===== src/rtl/iex_pkg.sv =====
`timescale 1ns/1ps
package iex_pkg;

    localparam int DATA_W  = 32;
    localparam int SHAMT_W = 5;
    localparam int IMM_W   = 16;
    localparam int CODE_W  = 6;

    // primary opcodes
    localparam logic [CODE_W-1:0] OPC_REG   = 6'b000000;
    localparam logic [CODE_W-1:0] OPC_ADDI  = 6'b001000;
    localparam logic [CODE_W-1:0] OPC_ADDIU = 6'b001001;
    localparam logic [CODE_W-1:0] OPC_SLTI  = 6'b001010;
    localparam logic [CODE_W-1:0] OPC_ANDI  = 6'b001100;
    localparam logic [CODE_W-1:0] OPC_ORI   = 6'b001101;
    localparam logic [CODE_W-1:0] OPC_XORI  = 6'b001110;

    // function codes under OPC_REG
    localparam logic [CODE_W-1:0] FN_SLL  = 6'b000000;
    localparam logic [CODE_W-1:0] FN_SRL  = 6'b000010;
    localparam logic [CODE_W-1:0] FN_SRA  = 6'b000011;
    localparam logic [CODE_W-1:0] FN_SLLV = 6'b000100;
    localparam logic [CODE_W-1:0] FN_SRLV = 6'b000110;
    localparam logic [CODE_W-1:0] FN_SRAV = 6'b000111;
    localparam logic [CODE_W-1:0] FN_ADD  = 6'b100000;
    localparam logic [CODE_W-1:0] FN_SUB  = 6'b100010;
    localparam logic [CODE_W-1:0] FN_AND  = 6'b100100;
    localparam logic [CODE_W-1:0] FN_OR   = 6'b100101;
    localparam logic [CODE_W-1:0] FN_XOR  = 6'b100110;
    localparam logic [CODE_W-1:0] FN_NOR  = 6'b100111;
    localparam logic [CODE_W-1:0] FN_SLT  = 6'b101010;
    localparam logic [CODE_W-1:0] FN_SLTU = 6'b101011;

    typedef enum logic [3:0] {
        XOP_NONE,
        XOP_ADD,
        XOP_SUB,
        XOP_AND,
        XOP_OR,
        XOP_XOR,
        XOP_NOR,
        XOP_LTS,
        XOP_LTU,
        XOP_SHL,
        XOP_SHR,
        XOP_SHA
    } xop_e;

    typedef enum logic [1:0] {
        SHK_LEFT,
        SHK_RLOG,
        SHK_RARI
    } shk_e;

    typedef struct packed {
        xop_e op;
        logic bad;
        logic use_imm;
        logic imm_sext;
        logic var_shift;
    } xdec_t;

    function automatic logic [DATA_W-1:0] widen_imm(
        input logic [IMM_W-1:0] imm,
        input logic             sext
    );
        logic fill;
        fill = sext & imm[IMM_W-1];
        return {{(DATA_W-IMM_W){fill}}, imm};
    endfunction

    function automatic shk_e shift_kind(input xop_e op);
        case (op)
            XOP_SHR: return SHK_RLOG;
            XOP_SHA: return SHK_RARI;
            default: return SHK_LEFT;
        endcase
    endfunction

endpackage


===== src/rtl/iex_decode.sv =====
`timescale 1ns/1ps
module iex_decode
    import iex_pkg::*;
(
    input  logic [CODE_W-1:0] opcode,
    input  logic [CODE_W-1:0] funct,
    output xdec_t             dec
);

    xdec_t reg_form;
    xdec_t imm_form;

    // register-form table, keyed on the function code
    always_comb begin
        reg_form = '{op: XOP_NONE, bad: 1'b0, use_imm: 1'b0,
                     imm_sext: 1'b0, var_shift: 1'b0};
        case (funct)
            FN_ADD:  reg_form.op = XOP_ADD;
            FN_SUB:  reg_form.op = XOP_SUB;
            FN_AND:  reg_form.op = XOP_AND;
            FN_OR:   reg_form.op = XOP_OR;
            FN_XOR:  reg_form.op = XOP_XOR;
            FN_NOR:  reg_form.op = XOP_NOR;
            FN_SLT:  reg_form.op = XOP_LTS;
            FN_SLTU: reg_form.op = XOP_LTU;
            FN_SLL:  reg_form.op = XOP_SHL;
            FN_SRL:  reg_form.op = XOP_SHR;
            FN_SRA:  reg_form.op = XOP_SHA;
            FN_SLLV: begin reg_form.op = XOP_SHL; reg_form.var_shift = 1'b1; end
            FN_SRLV: begin reg_form.op = XOP_SHR; reg_form.var_shift = 1'b1; end
            FN_SRAV: begin reg_form.op = XOP_SHA; reg_form.var_shift = 1'b1; end
            default: reg_form.bad = 1'b1;
        endcase
    end

    // immediate-form table, keyed on the opcode
    always_comb begin
        imm_form = '{op: XOP_NONE, bad: 1'b0, use_imm: 1'b1,
                     imm_sext: 1'b0, var_shift: 1'b0};
        case (opcode)
            OPC_ADDI, OPC_ADDIU: begin
                imm_form.op       = XOP_ADD;
                imm_form.imm_sext = 1'b1;
            end
            OPC_SLTI: begin
                imm_form.op       = XOP_LTS;
                imm_form.imm_sext = 1'b1;
            end
            OPC_ANDI: imm_form.op = XOP_AND;
            OPC_ORI:  imm_form.op = XOP_OR;
            OPC_XORI: imm_form.op = XOP_XOR;
            default: begin
                imm_form.bad     = 1'b1;
                imm_form.use_imm = 1'b0;
            end
        endcase
    end

    always_comb begin
        dec = (opcode == OPC_REG) ? reg_form : imm_form;
        if (dec.bad) begin
            dec.op = XOP_NONE;
        end
    end

endmodule


===== src/rtl/iex_operand.sv =====
`timescale 1ns/1ps
module iex_operand
    import iex_pkg::*;
#(
    parameter int W  = DATA_W,
    parameter int IW = IMM_W
) (
    input  logic [W-1:0]  rt_val,
    input  logic [IW-1:0] imm,
    input  logic          use_imm,
    input  logic          imm_sext,
    output logic [W-1:0]  b_opnd
);

    logic [W-1:0] imm_wide;

    generate
        if (W == DATA_W && IW == IMM_W) begin : g_pkg_ext
            assign imm_wide = widen_imm(imm, imm_sext);
        end else begin : g_gen_ext
            assign imm_wide = {{(W-IW){imm_sext & imm[IW-1]}}, imm};
        end
    endgenerate

    assign b_opnd = use_imm ? imm_wide : rt_val;

endmodule


===== src/rtl/iex_shifter.sv =====
`timescale 1ns/1ps
module iex_shifter
    import iex_pkg::*;
#(
    parameter int W  = DATA_W,
    parameter int AW = SHAMT_W
) (
    input  logic [W-1:0]  src,
    input  logic [AW-1:0] amt,
    input  shk_e          kind,
    output logic [W-1:0]  dst
);

    localparam int STAGES = AW;

    logic [W-1:0] pre;
    logic [W-1:0] post;
    logic         fill;
    logic         left;
    logic [W-1:0] stage [STAGES+1];

    assign left = (kind == SHK_LEFT);
    assign fill = (kind == SHK_RARI) & src[W-1];

    // left shifts run through the right shifter on a mirrored word
    generate
        for (genvar i = 0; i < W; i++) begin : g_mirror
            assign pre[i]  = left ? src[W-1-i] : src[i];
            assign dst[i]  = left ? post[W-1-i] : post[i];
        end
    endgenerate

    assign stage[0] = pre;

    generate
        for (genvar s = 0; s < STAGES; s++) begin : g_stage
            localparam int STEP = 1 << s;
            logic [W-1:0] moved;
            if (STEP < W) begin : g_part
                assign moved = {{STEP{fill}}, stage[s][W-1:STEP]};
            end else begin : g_all
                assign moved = {W{fill}};
            end
            assign stage[s+1] = amt[s] ? moved : stage[s];
        end
    endgenerate

    assign post = stage[STAGES];

endmodule


===== src/rtl/int_exec_unit.sv =====
`timescale 1ns/1ps
module int_exec_unit
    import iex_pkg::*;
(
    input  logic [CODE_W-1:0]  opcode_i,
    input  logic [CODE_W-1:0]  funct_i,
    input  logic [SHAMT_W-1:0] shamt_i,
    input  logic [DATA_W-1:0]  rs_val_i,
    input  logic [DATA_W-1:0]  rt_val_i,
    input  logic [IMM_W-1:0]   imm_i,
    output logic [DATA_W-1:0]  result_o,
    output logic               illegal_o
);

    xdec_t              dec;
    logic [DATA_W-1:0]  b_opnd;
    logic [SHAMT_W-1:0] sh_amt;
    logic [DATA_W-1:0]  sh_out;
    logic [DATA_W-1:0]  sum;
    logic [DATA_W-1:0]  diff;
    logic               lt_s;
    logic               lt_u;

    iex_decode u_dec (
        .opcode (opcode_i),
        .funct  (funct_i),
        .dec    (dec)
    );

    iex_operand #(.W(DATA_W), .IW(IMM_W)) u_opnd (
        .rt_val   (rt_val_i),
        .imm      (imm_i),
        .use_imm  (dec.use_imm),
        .imm_sext (dec.imm_sext),
        .b_opnd   (b_opnd)
    );

    assign sh_amt = dec.var_shift ? rs_val_i[SHAMT_W-1:0] : shamt_i;

    iex_shifter #(.W(DATA_W), .AW(SHAMT_W)) u_shf (
        .src  (rt_val_i),
        .amt  (sh_amt),
        .kind (shift_kind(dec.op)),
        .dst  (sh_out)
    );

    assign sum  = rs_val_i + b_opnd;
    assign diff = rs_val_i - b_opnd;
    assign lt_s = $signed(rs_val_i) < $signed(b_opnd);
    assign lt_u = rs_val_i < b_opnd;

    always_comb begin
        case (dec.op)
            XOP_ADD: result_o = sum;
            XOP_SUB: result_o = diff;
            XOP_AND: result_o = rs_val_i & b_opnd;
            XOP_OR:  result_o = rs_val_i | b_opnd;
            XOP_XOR: result_o = rs_val_i ^ b_opnd;
            XOP_NOR: result_o = ~(rs_val_i | b_opnd);
            XOP_LTS: result_o = {{(DATA_W-1){1'b0}}, lt_s};
            XOP_LTU: result_o = {{(DATA_W-1){1'b0}}, lt_u};
            XOP_SHL, XOP_SHR, XOP_SHA: result_o = sh_out;
            default: result_o = '0;
        endcase
    end

    assign illegal_o = dec.bad;

endmodule


===== config.mk =====
export PLATFORM = sky130hd
export DESIGN_NAME = int_exec_unit
export DESIGN_NICKNAME = d
export VERILOG_FILES = /design/src/rtl/iex_pkg.sv /design/src/rtl/iex_decode.sv /design/src/rtl/iex_operand.sv /design/src/rtl/iex_shifter.sv /design/src/rtl/int_exec_unit.sv
export SDC_FILE = /design/constraint.sdc
export NUM_CORES = 1
export LEC_CHECK = 0
export ABC_CLOCK_PERIOD_IN_PS = 4200
export BUFFER_PORTS_ARGS = -buffer_cell sky130_fd_sc_hd__buf_4
export CORE_ASPECT_RATIO = 0.6
export CORE_MARGIN = 5
export CORE_UTILIZATION = 40
export DETAILED_ROUTE_END_ITERATION = 12
export GPL_ROUTABILITY_DRIVEN = 0
export PLACE_DENSITY = 0.58
export SLEW_MARGIN = 20
export SYNTH_ARGS = -nofsm -noshare
export SYNTH_HDL_FRONTEND = slang
export SYNTH_SLANG_ARGS = --single-unit

===== constraint.sdc =====
create_clock -name vclk -period 4.2
set_input_delay 0.21 -clock vclk [all_inputs]
set_output_delay 0.21 -clock vclk [all_outputs]
set_load 0.005 [all_outputs]

## After elaboration in Yosys (flattened, before gate mapping)

Index checks and enable logic that the tools add are counted.

| cells by class | value |
|---|---|
| add/sub/neg operators | 2 |
| magnitude comparators | 2 |
| eq/ne operators | 31 |
| multiplexer cells | 81 |
| bitwise logic cells | 6 |
| reduce and logical (&&, ||, !) cells | 12 |

Operators with widths:

| kind | count |
|---|---|
| $pmux 32 s9 | 1 |
| $mux 32 | 6 |
| $mux 1 | 67 |
| $lt 32x32->1 | 2 |
| $eq 6x6->1 const B | 8 |
| $pmux 4 s11 | 1 |
| $eq 6x4->1 const B | 6 |
| $add 32x32->32 | 1 |
| $and 32x32->32 | 1 |
| $not 32->32 | 1 |
| $or 32x32->32 | 1 |
| $sub 32x32->32 | 1 |
| $xor 32x32->32 | 1 |
| $eq 6x3->1 const B | 3 |
| $eq 4x3->1 const B | 4 |
| $eq 4x4->1 const B | 4 |
| $pmux 3 s5 | 1 |
| $reduce_or 14->1 | 1 |
| $eq 6x2->1 const B | 2 |
| $logic_not 6->1 | 2 |
| $reduce_or 3->1 | 3 |
| $eq 4x2->1 const B | 2 |
| $mux 8 | 1 |
| $reduce_or 2->1 | 4 |
| 9 further kinds | 10 |

| word-level totals | value |
|---|---|
| register bits after elaboration | 0 |
| input port bits | 97 |
| output and inout bits | 33 |
| logic and storage cells | 134 |

## Depth between registers and ports, before layout

| logic depth | value |
|---|---|
| depth after elaboration | 16 |
| mapped depth | 17 |
| gate-level depth less buffers | 16 |

## Cells and area by module

Synthesis repeated with hierarchy kept, for this count alone.

| unflattened totals | value |
|---|---|
| cell total of the unflattened synthesis | 1355 |
| area total of the unflattened synthesis | 9512.9 µm² |

By module, submodules not included:

| module | instances | cells each | area each (µm²) | seq. area each (µm²) |
|---|---|---|---|---|
| int_exec_unit | 1 | 900 | 5788.1 | 0.0 |
| iex_shifter | 1 | 352 | 2950.3 | 0.0 |
| iex_operand | 1 | 54 | 429.2 | 0.0 |
| iex_decode | 1 | 49 | 345.3 | 0.0 |

## Worst setup path before layout

No wires, ideal clock.

| timing | value |
|---|---|
| kind | in2out |
| start point | input opcode_i[5] |
| end point | output result_o[20] |
| arrival | 4321 ps |
| data required time | 3990 ps |
| path slack | -331 ps |
| stages on the path | 17 |
| buffers on the path | 1 |
| cells stage by stage | or3b_2 -> a21oi_1 -> clkbuf_1 -> mux2_2 -> ha_1 -> inv_1 -> fa_1 -> nor2b_1 -> o21a_1 -> o21ai_0 -> a21boi_0 -> a21oi_1 -> o41ai_1 -> a2111o_1 -> o211ai_1 -> a221oi_1 -> nand3_1 |

| on the way | value |
|---|---|
| word-level cells in the longest chain between the ends | 16 |
| elaborated cells on any way between the ends | 68 |
| classes of those cells | add/sub: 2; eq/ne: 18; mux: 36; bitwise: 6; reduce/logical: 6 |

RTL lines:

| what | line | text |
|---|---|---|
| start, declared | int_exec_unit.sv:5 | `input logic [CODE_W-1:0] opcode_i,` |
| $eq 6x4->1 | iex_decode.sv:40 | `case (opcode)` |
| $reduce_or 2->1 or $reduce_or 6->1 (tied branches) | - |  |
| $pmux 3 s5 or $mux 2 (tied branches) | iex_decode.sv:40 |  |
| $mux 8 * | iex_decode.sv:60 | `dec = (opcode == OPC_REG) ? reg_form : imm_form;` |
| $mux 4 | iex_decode.sv:61 | `if (dec.bad) begin` |
| $eq 4x4->1 | iex_pkg.sv:73, int_exec_unit.sv:53 |  |
| $pmux 2 s2 | iex_pkg.sv:73 | `case (op)` |
| $eq 2x2->1 or $logic_not 2->1 (tied branches) | iex_shifter.sv:23, iex_shifter.sv:22 |  |
| $and 1x1->1 or $mux 1 (tied branches) | iex_shifter.sv:23, iex_shifter.sv:28 |  |
| $mux 32 (5 in a row) | iex_shifter.sv:44 | `assign stage[s+1] = amt[s] ? moved : stage[s];` |
| $mux 1 | iex_shifter.sv:29 | `assign dst[i] = left ? post[W-1-i] : post[i];` |
| $pmux 32 s9 * | int_exec_unit.sv:53 | `case (dec.op)` |
| end, declared | int_exec_unit.sv:11 | `output logic [DATA_W-1:0] result_o,` |

Every way passes the cells marked *; elsewhere a longest branch is shown, timed or not.

## Worst setup path after layout

| timing | value |
|---|---|
| start point | input opcode_i[5] |
| end point | output result_o[30] |

The elaborated chain is that of the path after synthesis.

==> results.sh <==
export IMPL_status="finished, violations left"
export IMPL_violations="setup timing"
export IMPL_synth_area_mm2=0.00973
export IMPL_core_area_mm2=0.0241
export IMPL_setup_tns_ns=-1.07
export IMPL_clock_buffers=0
export IMPL_overflow=0
export IMPL_crit_type="input pin to output port"
export IMPL_postLayoutSetupSlackWorst_ns=-0.156
export IMPL_ys_warn_count=0
export IMPL_power_switching_mw=1.12
export IMPL_finalPower_mw=2.07
export IMPL_setup_violations=11
export IMPL_clock_fmax_mhz=230
export IMPL_p_seq_share_pct=0
export IMPL_row_count=44
export IMPL_cpMostUsedCell="buf_4"
export IMPL_end_kind="output port"
export IMPL_die_h_um=131
export IMPL_crit_path_max_fanout=7
export IMPL_swShare_pct=54.1
export IMPL_fillers=2193
export IMPL_critPathLaunch="opcode_i[5]"
export IMPL_worstMarginPinSlew_ns=1.04
export IMPL_die_w_um=211
export IMPL_first_iter_violations=2064
export IMPL_finalCriticalPeriod_ns=4.36
export IMPL_final_nets=1966
export IMPL_slowest_stage="or3b_4"
export IMPL_maxSlewViolCount=0
export IMPL_p_leak_nw=6.25
export IMPL_grt_max_degree=54
export IMPL_hp_class="input pin to output port"
export IMPL_vias=13700
export IMPL_hold_viol_final=0
export IMPL_crit_cells=22
export IMPL_vias_per_cell=6.57
export IMPL_ir_drop_mv=0.0759
export IMPL_p_int_mw=0.950
export IMPL_multi_input_area_mm2=0.0101
export IMPL_gr_usage_all_layers_pct=33.6
export IMPL_power_density_mw_per_mm2=145
export IMPL_io_buffers=130
export IMPL_hold_ws_ns=1.04
export IMPL_finalCritPeriodShare_pct=104
export IMPL_min_path_cells=5
export IMPL_synth_avg_cell_area_um2=6.67
export IMPL_register_area_um2=0
export IMPL_crit_end="result_o[30]"
export IMPL_grt_antenna_before_repair=1
export IMPL_syn_nets=1654
export IMPL_initial_core_util_pct=40.5
export IMPL_drtPass1Iterations=9
export IMPL_critPathTopFamily="compound AO/OA/AOI/OAI gates"
export IMPL_max_cap_viol_count=0
export IMPL_cp_arrival_ns=4.15
export IMPL_slew_headroom_pct=30.4
export IMPL_pwr_share_comb_pct=100.0
export IMPL_yosysSeqAreaShare_pct=0
export IMPL_syn2layout_area_growth_pct=46.9
export IMPL_fin_util_pct=59.4
export IMPL_drc=0
export IMPL_setup_worst_path_start_class="input pin"
export IMPL_layout_drive_gt1_share_pct=38.7
export IMPL_required_ns=3.99
export IMPL_sequential_cell_total=0
export IMPL_diodes=0
export IMPL_synth_cells=1458
export IMPL_crit_buf_inv=7
export IMPL_synth_distinct_cells=84
export IMPL_postRouteAntennaNets=0
export IMPL_die_area_mm2=0.0277
export IMPL_grt_pass1_vias=12300
export IMPL_routed_wl_um=50600
export IMPL_pwr_share_clk_pct=0
export IMPL_grt_pass1_wl_um=73800
export IMPL_dpl_hpwl_um=38500
export IMPL_wire_per_inst_um=24.2
export IMPL_rsz0062_at_grt="true"
export IMPL_io_pins=130
export IMPL_crit_chain="buf_6 > or3b_4 > a21oi_4 > buf_12 > buf_8 > o21ai_4 > o21a_2 > inv_2 > ha_4 > buf_4 > nand4_1 > o21ai_1 > a21oi_1 > buf_4 > o21ai_1 > or3_1 > o211ai_1 > mux2i_1 > nor2_1 > a2111oi_4 > a21oi_2 > buf_4"
export IMPL_slowest_delay_ns=0.40
==> metal layers <==
metal / vias up / routed length (um) / global-route usage (%) / share of wire (%)
met5: - / 14 / 0 / 0.028
met4: 2 / 1420 / 6.43 / 2.8
met3: 127 / 8370 / 11.2 / 17
met2: 1128 / 19700 / 46.8 / 39
met1: 6406 / 21000 / 50.1 / 42
li1: 6072 / - / - / -
==> layout make-up <==
cell class         count  share of cell area [%]
well taps            322                    2.82
inverters            105                    2.95
multi-input cells   1236                    70.4
repair buffers       427                    23.8
==> through the flow <==
step | area [um2] | worst slack [ns] | std cells
floorplan | 9750 | 0.0203 | 1458
global placement | 12600 | -0.714 | 2048
detailed placement | 12600 | -0.719 | 2048
CTS | 13700 | -0.0929 | 2077
global route | 14300 | -0.264 | 2090
finish | 14300 | -0.156 | 2090
==> power groups by stage <==
stage / combinational [mW] / clock (mW) / sequential [mW]
2_1_floorplan: 0.892 / 0 / 0
3_3_place_gp: 1.64 / 0 / 0
3_5_place_dp: 1.66 / 0 / 0
4_1_cts: 1.86 / 0 / 0
5_1_grt: 2.17 / 0 / 0
6_report: 2.07 / 0 / 0
==> tightest hold or removal path: stages <==
cell and delay [ns]:
buf_4 0.09, ha_1 0.20, a221oi_1 0.10, o211ai_1 0.10
buf_4 0.12
==> logic make-up after synthesis <==
group                    synth area share, %
AO/OA/AOI/OAI                           38.8
XOR/XNOR                                3.69
adder cells (fa/ha/maj)                 12.9
buffers and inverters                   9.10
multiplexers                            14.2
AND/OR/NAND/NOR                         21.3
==> placed cells by master, fill, tap and decap left out, types with 11 or more instances in the layout <==
cell / n
inv_2: 15
xnor2_1: 38
nand3_1: 27
ha_1: 70
o21ai_2: 12
a221o_1: 11
a211oi_1: 46
a21o_1: 23
nor2_1: 102
inv_1: 79
o21a_1: 19
a311oi_1: 17
ha_4: 24
buf_4: 390
o211ai_1: 21
o21ai_0: 54
mux2_4: 15
o21ai_1: 15
a21oi_1: 103
mux2_2: 27
a22oi_1: 28
nor3_1: 31
nand2_1: 146
a21oi_2: 18
buf_6: 30
mux2i_1: 47
nand2b_1: 37
inv_4: 11
a221oi_1: 13
mux4_2: 16
o22ai_1: 19
==> worst min path at each step <==
| stage | endpoint | from | slack [ns] |
|---|---|---|---|
| after floorplan | result_o[31] | rs_val_i[31] | 0.71 |
| after global placement | result_o[29] | rs_val_i[29] | 1.02 |
| after detailed placement | result_o[31] | rs_val_i[31] | 1.03 |
| after CTS | result_o[31] | rs_val_i[31] | 1.03 |
| after global routing | result_o[29] | rs_val_i[29] | 1.10 |
| final | result_o[29] | rs_val_i[29] | 1.04 |
==> cell usage after synthesis, types with 7 or more instances <==
cell      count  area share, %
mux4_2       16            3.7
o21a_1       27            2.1
nand2b_1     39            2.5
mux2_2       42            4.9
nand4_1       9           0.58
a211o_1      10           0.90
o22ai_1      19            1.2
clkbuf_1     86            3.3
or2_2         7           0.45
o211ai_1     21            1.6
mux2i_1      47            4.8
nor2b_1       7           0.45
nor2_1      111            4.3
buf_1        10           0.39
a311oi_1     17            1.5
nor3_1       37            1.9
a211oi_1     50            3.9
a221o_1      11            1.1
or3_1        13           0.84
a22oi_1      28            2.2
ha_1         97             12
buf_2        15           0.77
a21o_1       23            1.8
o31ai_1      16            1.2
a221oi_1     19            1.7
xnor2_1      38            3.4
o21ai_0      80            4.1
o31a_1        8           0.72
a31oi_1      14           0.90
nand2_1     147            5.7
o21bai_1     12           0.93
nand3_1      30            1.5
a21oi_1     124            6.4
inv_1       104            4.0
==> what timing repair did <==
item / 4_1_cts / 5_1_grt
endpoints found under the hold margin: 0 / 0
endpoints found under the setup margin: 27 / 30
gates cloned: 2 / 0
pin swaps: 65 / 95
hold buffers: 0 / 0
buffers inserted: 28 / 18
gates resized for setup: 180 / 121
Power figures use the tool's default switching activity.
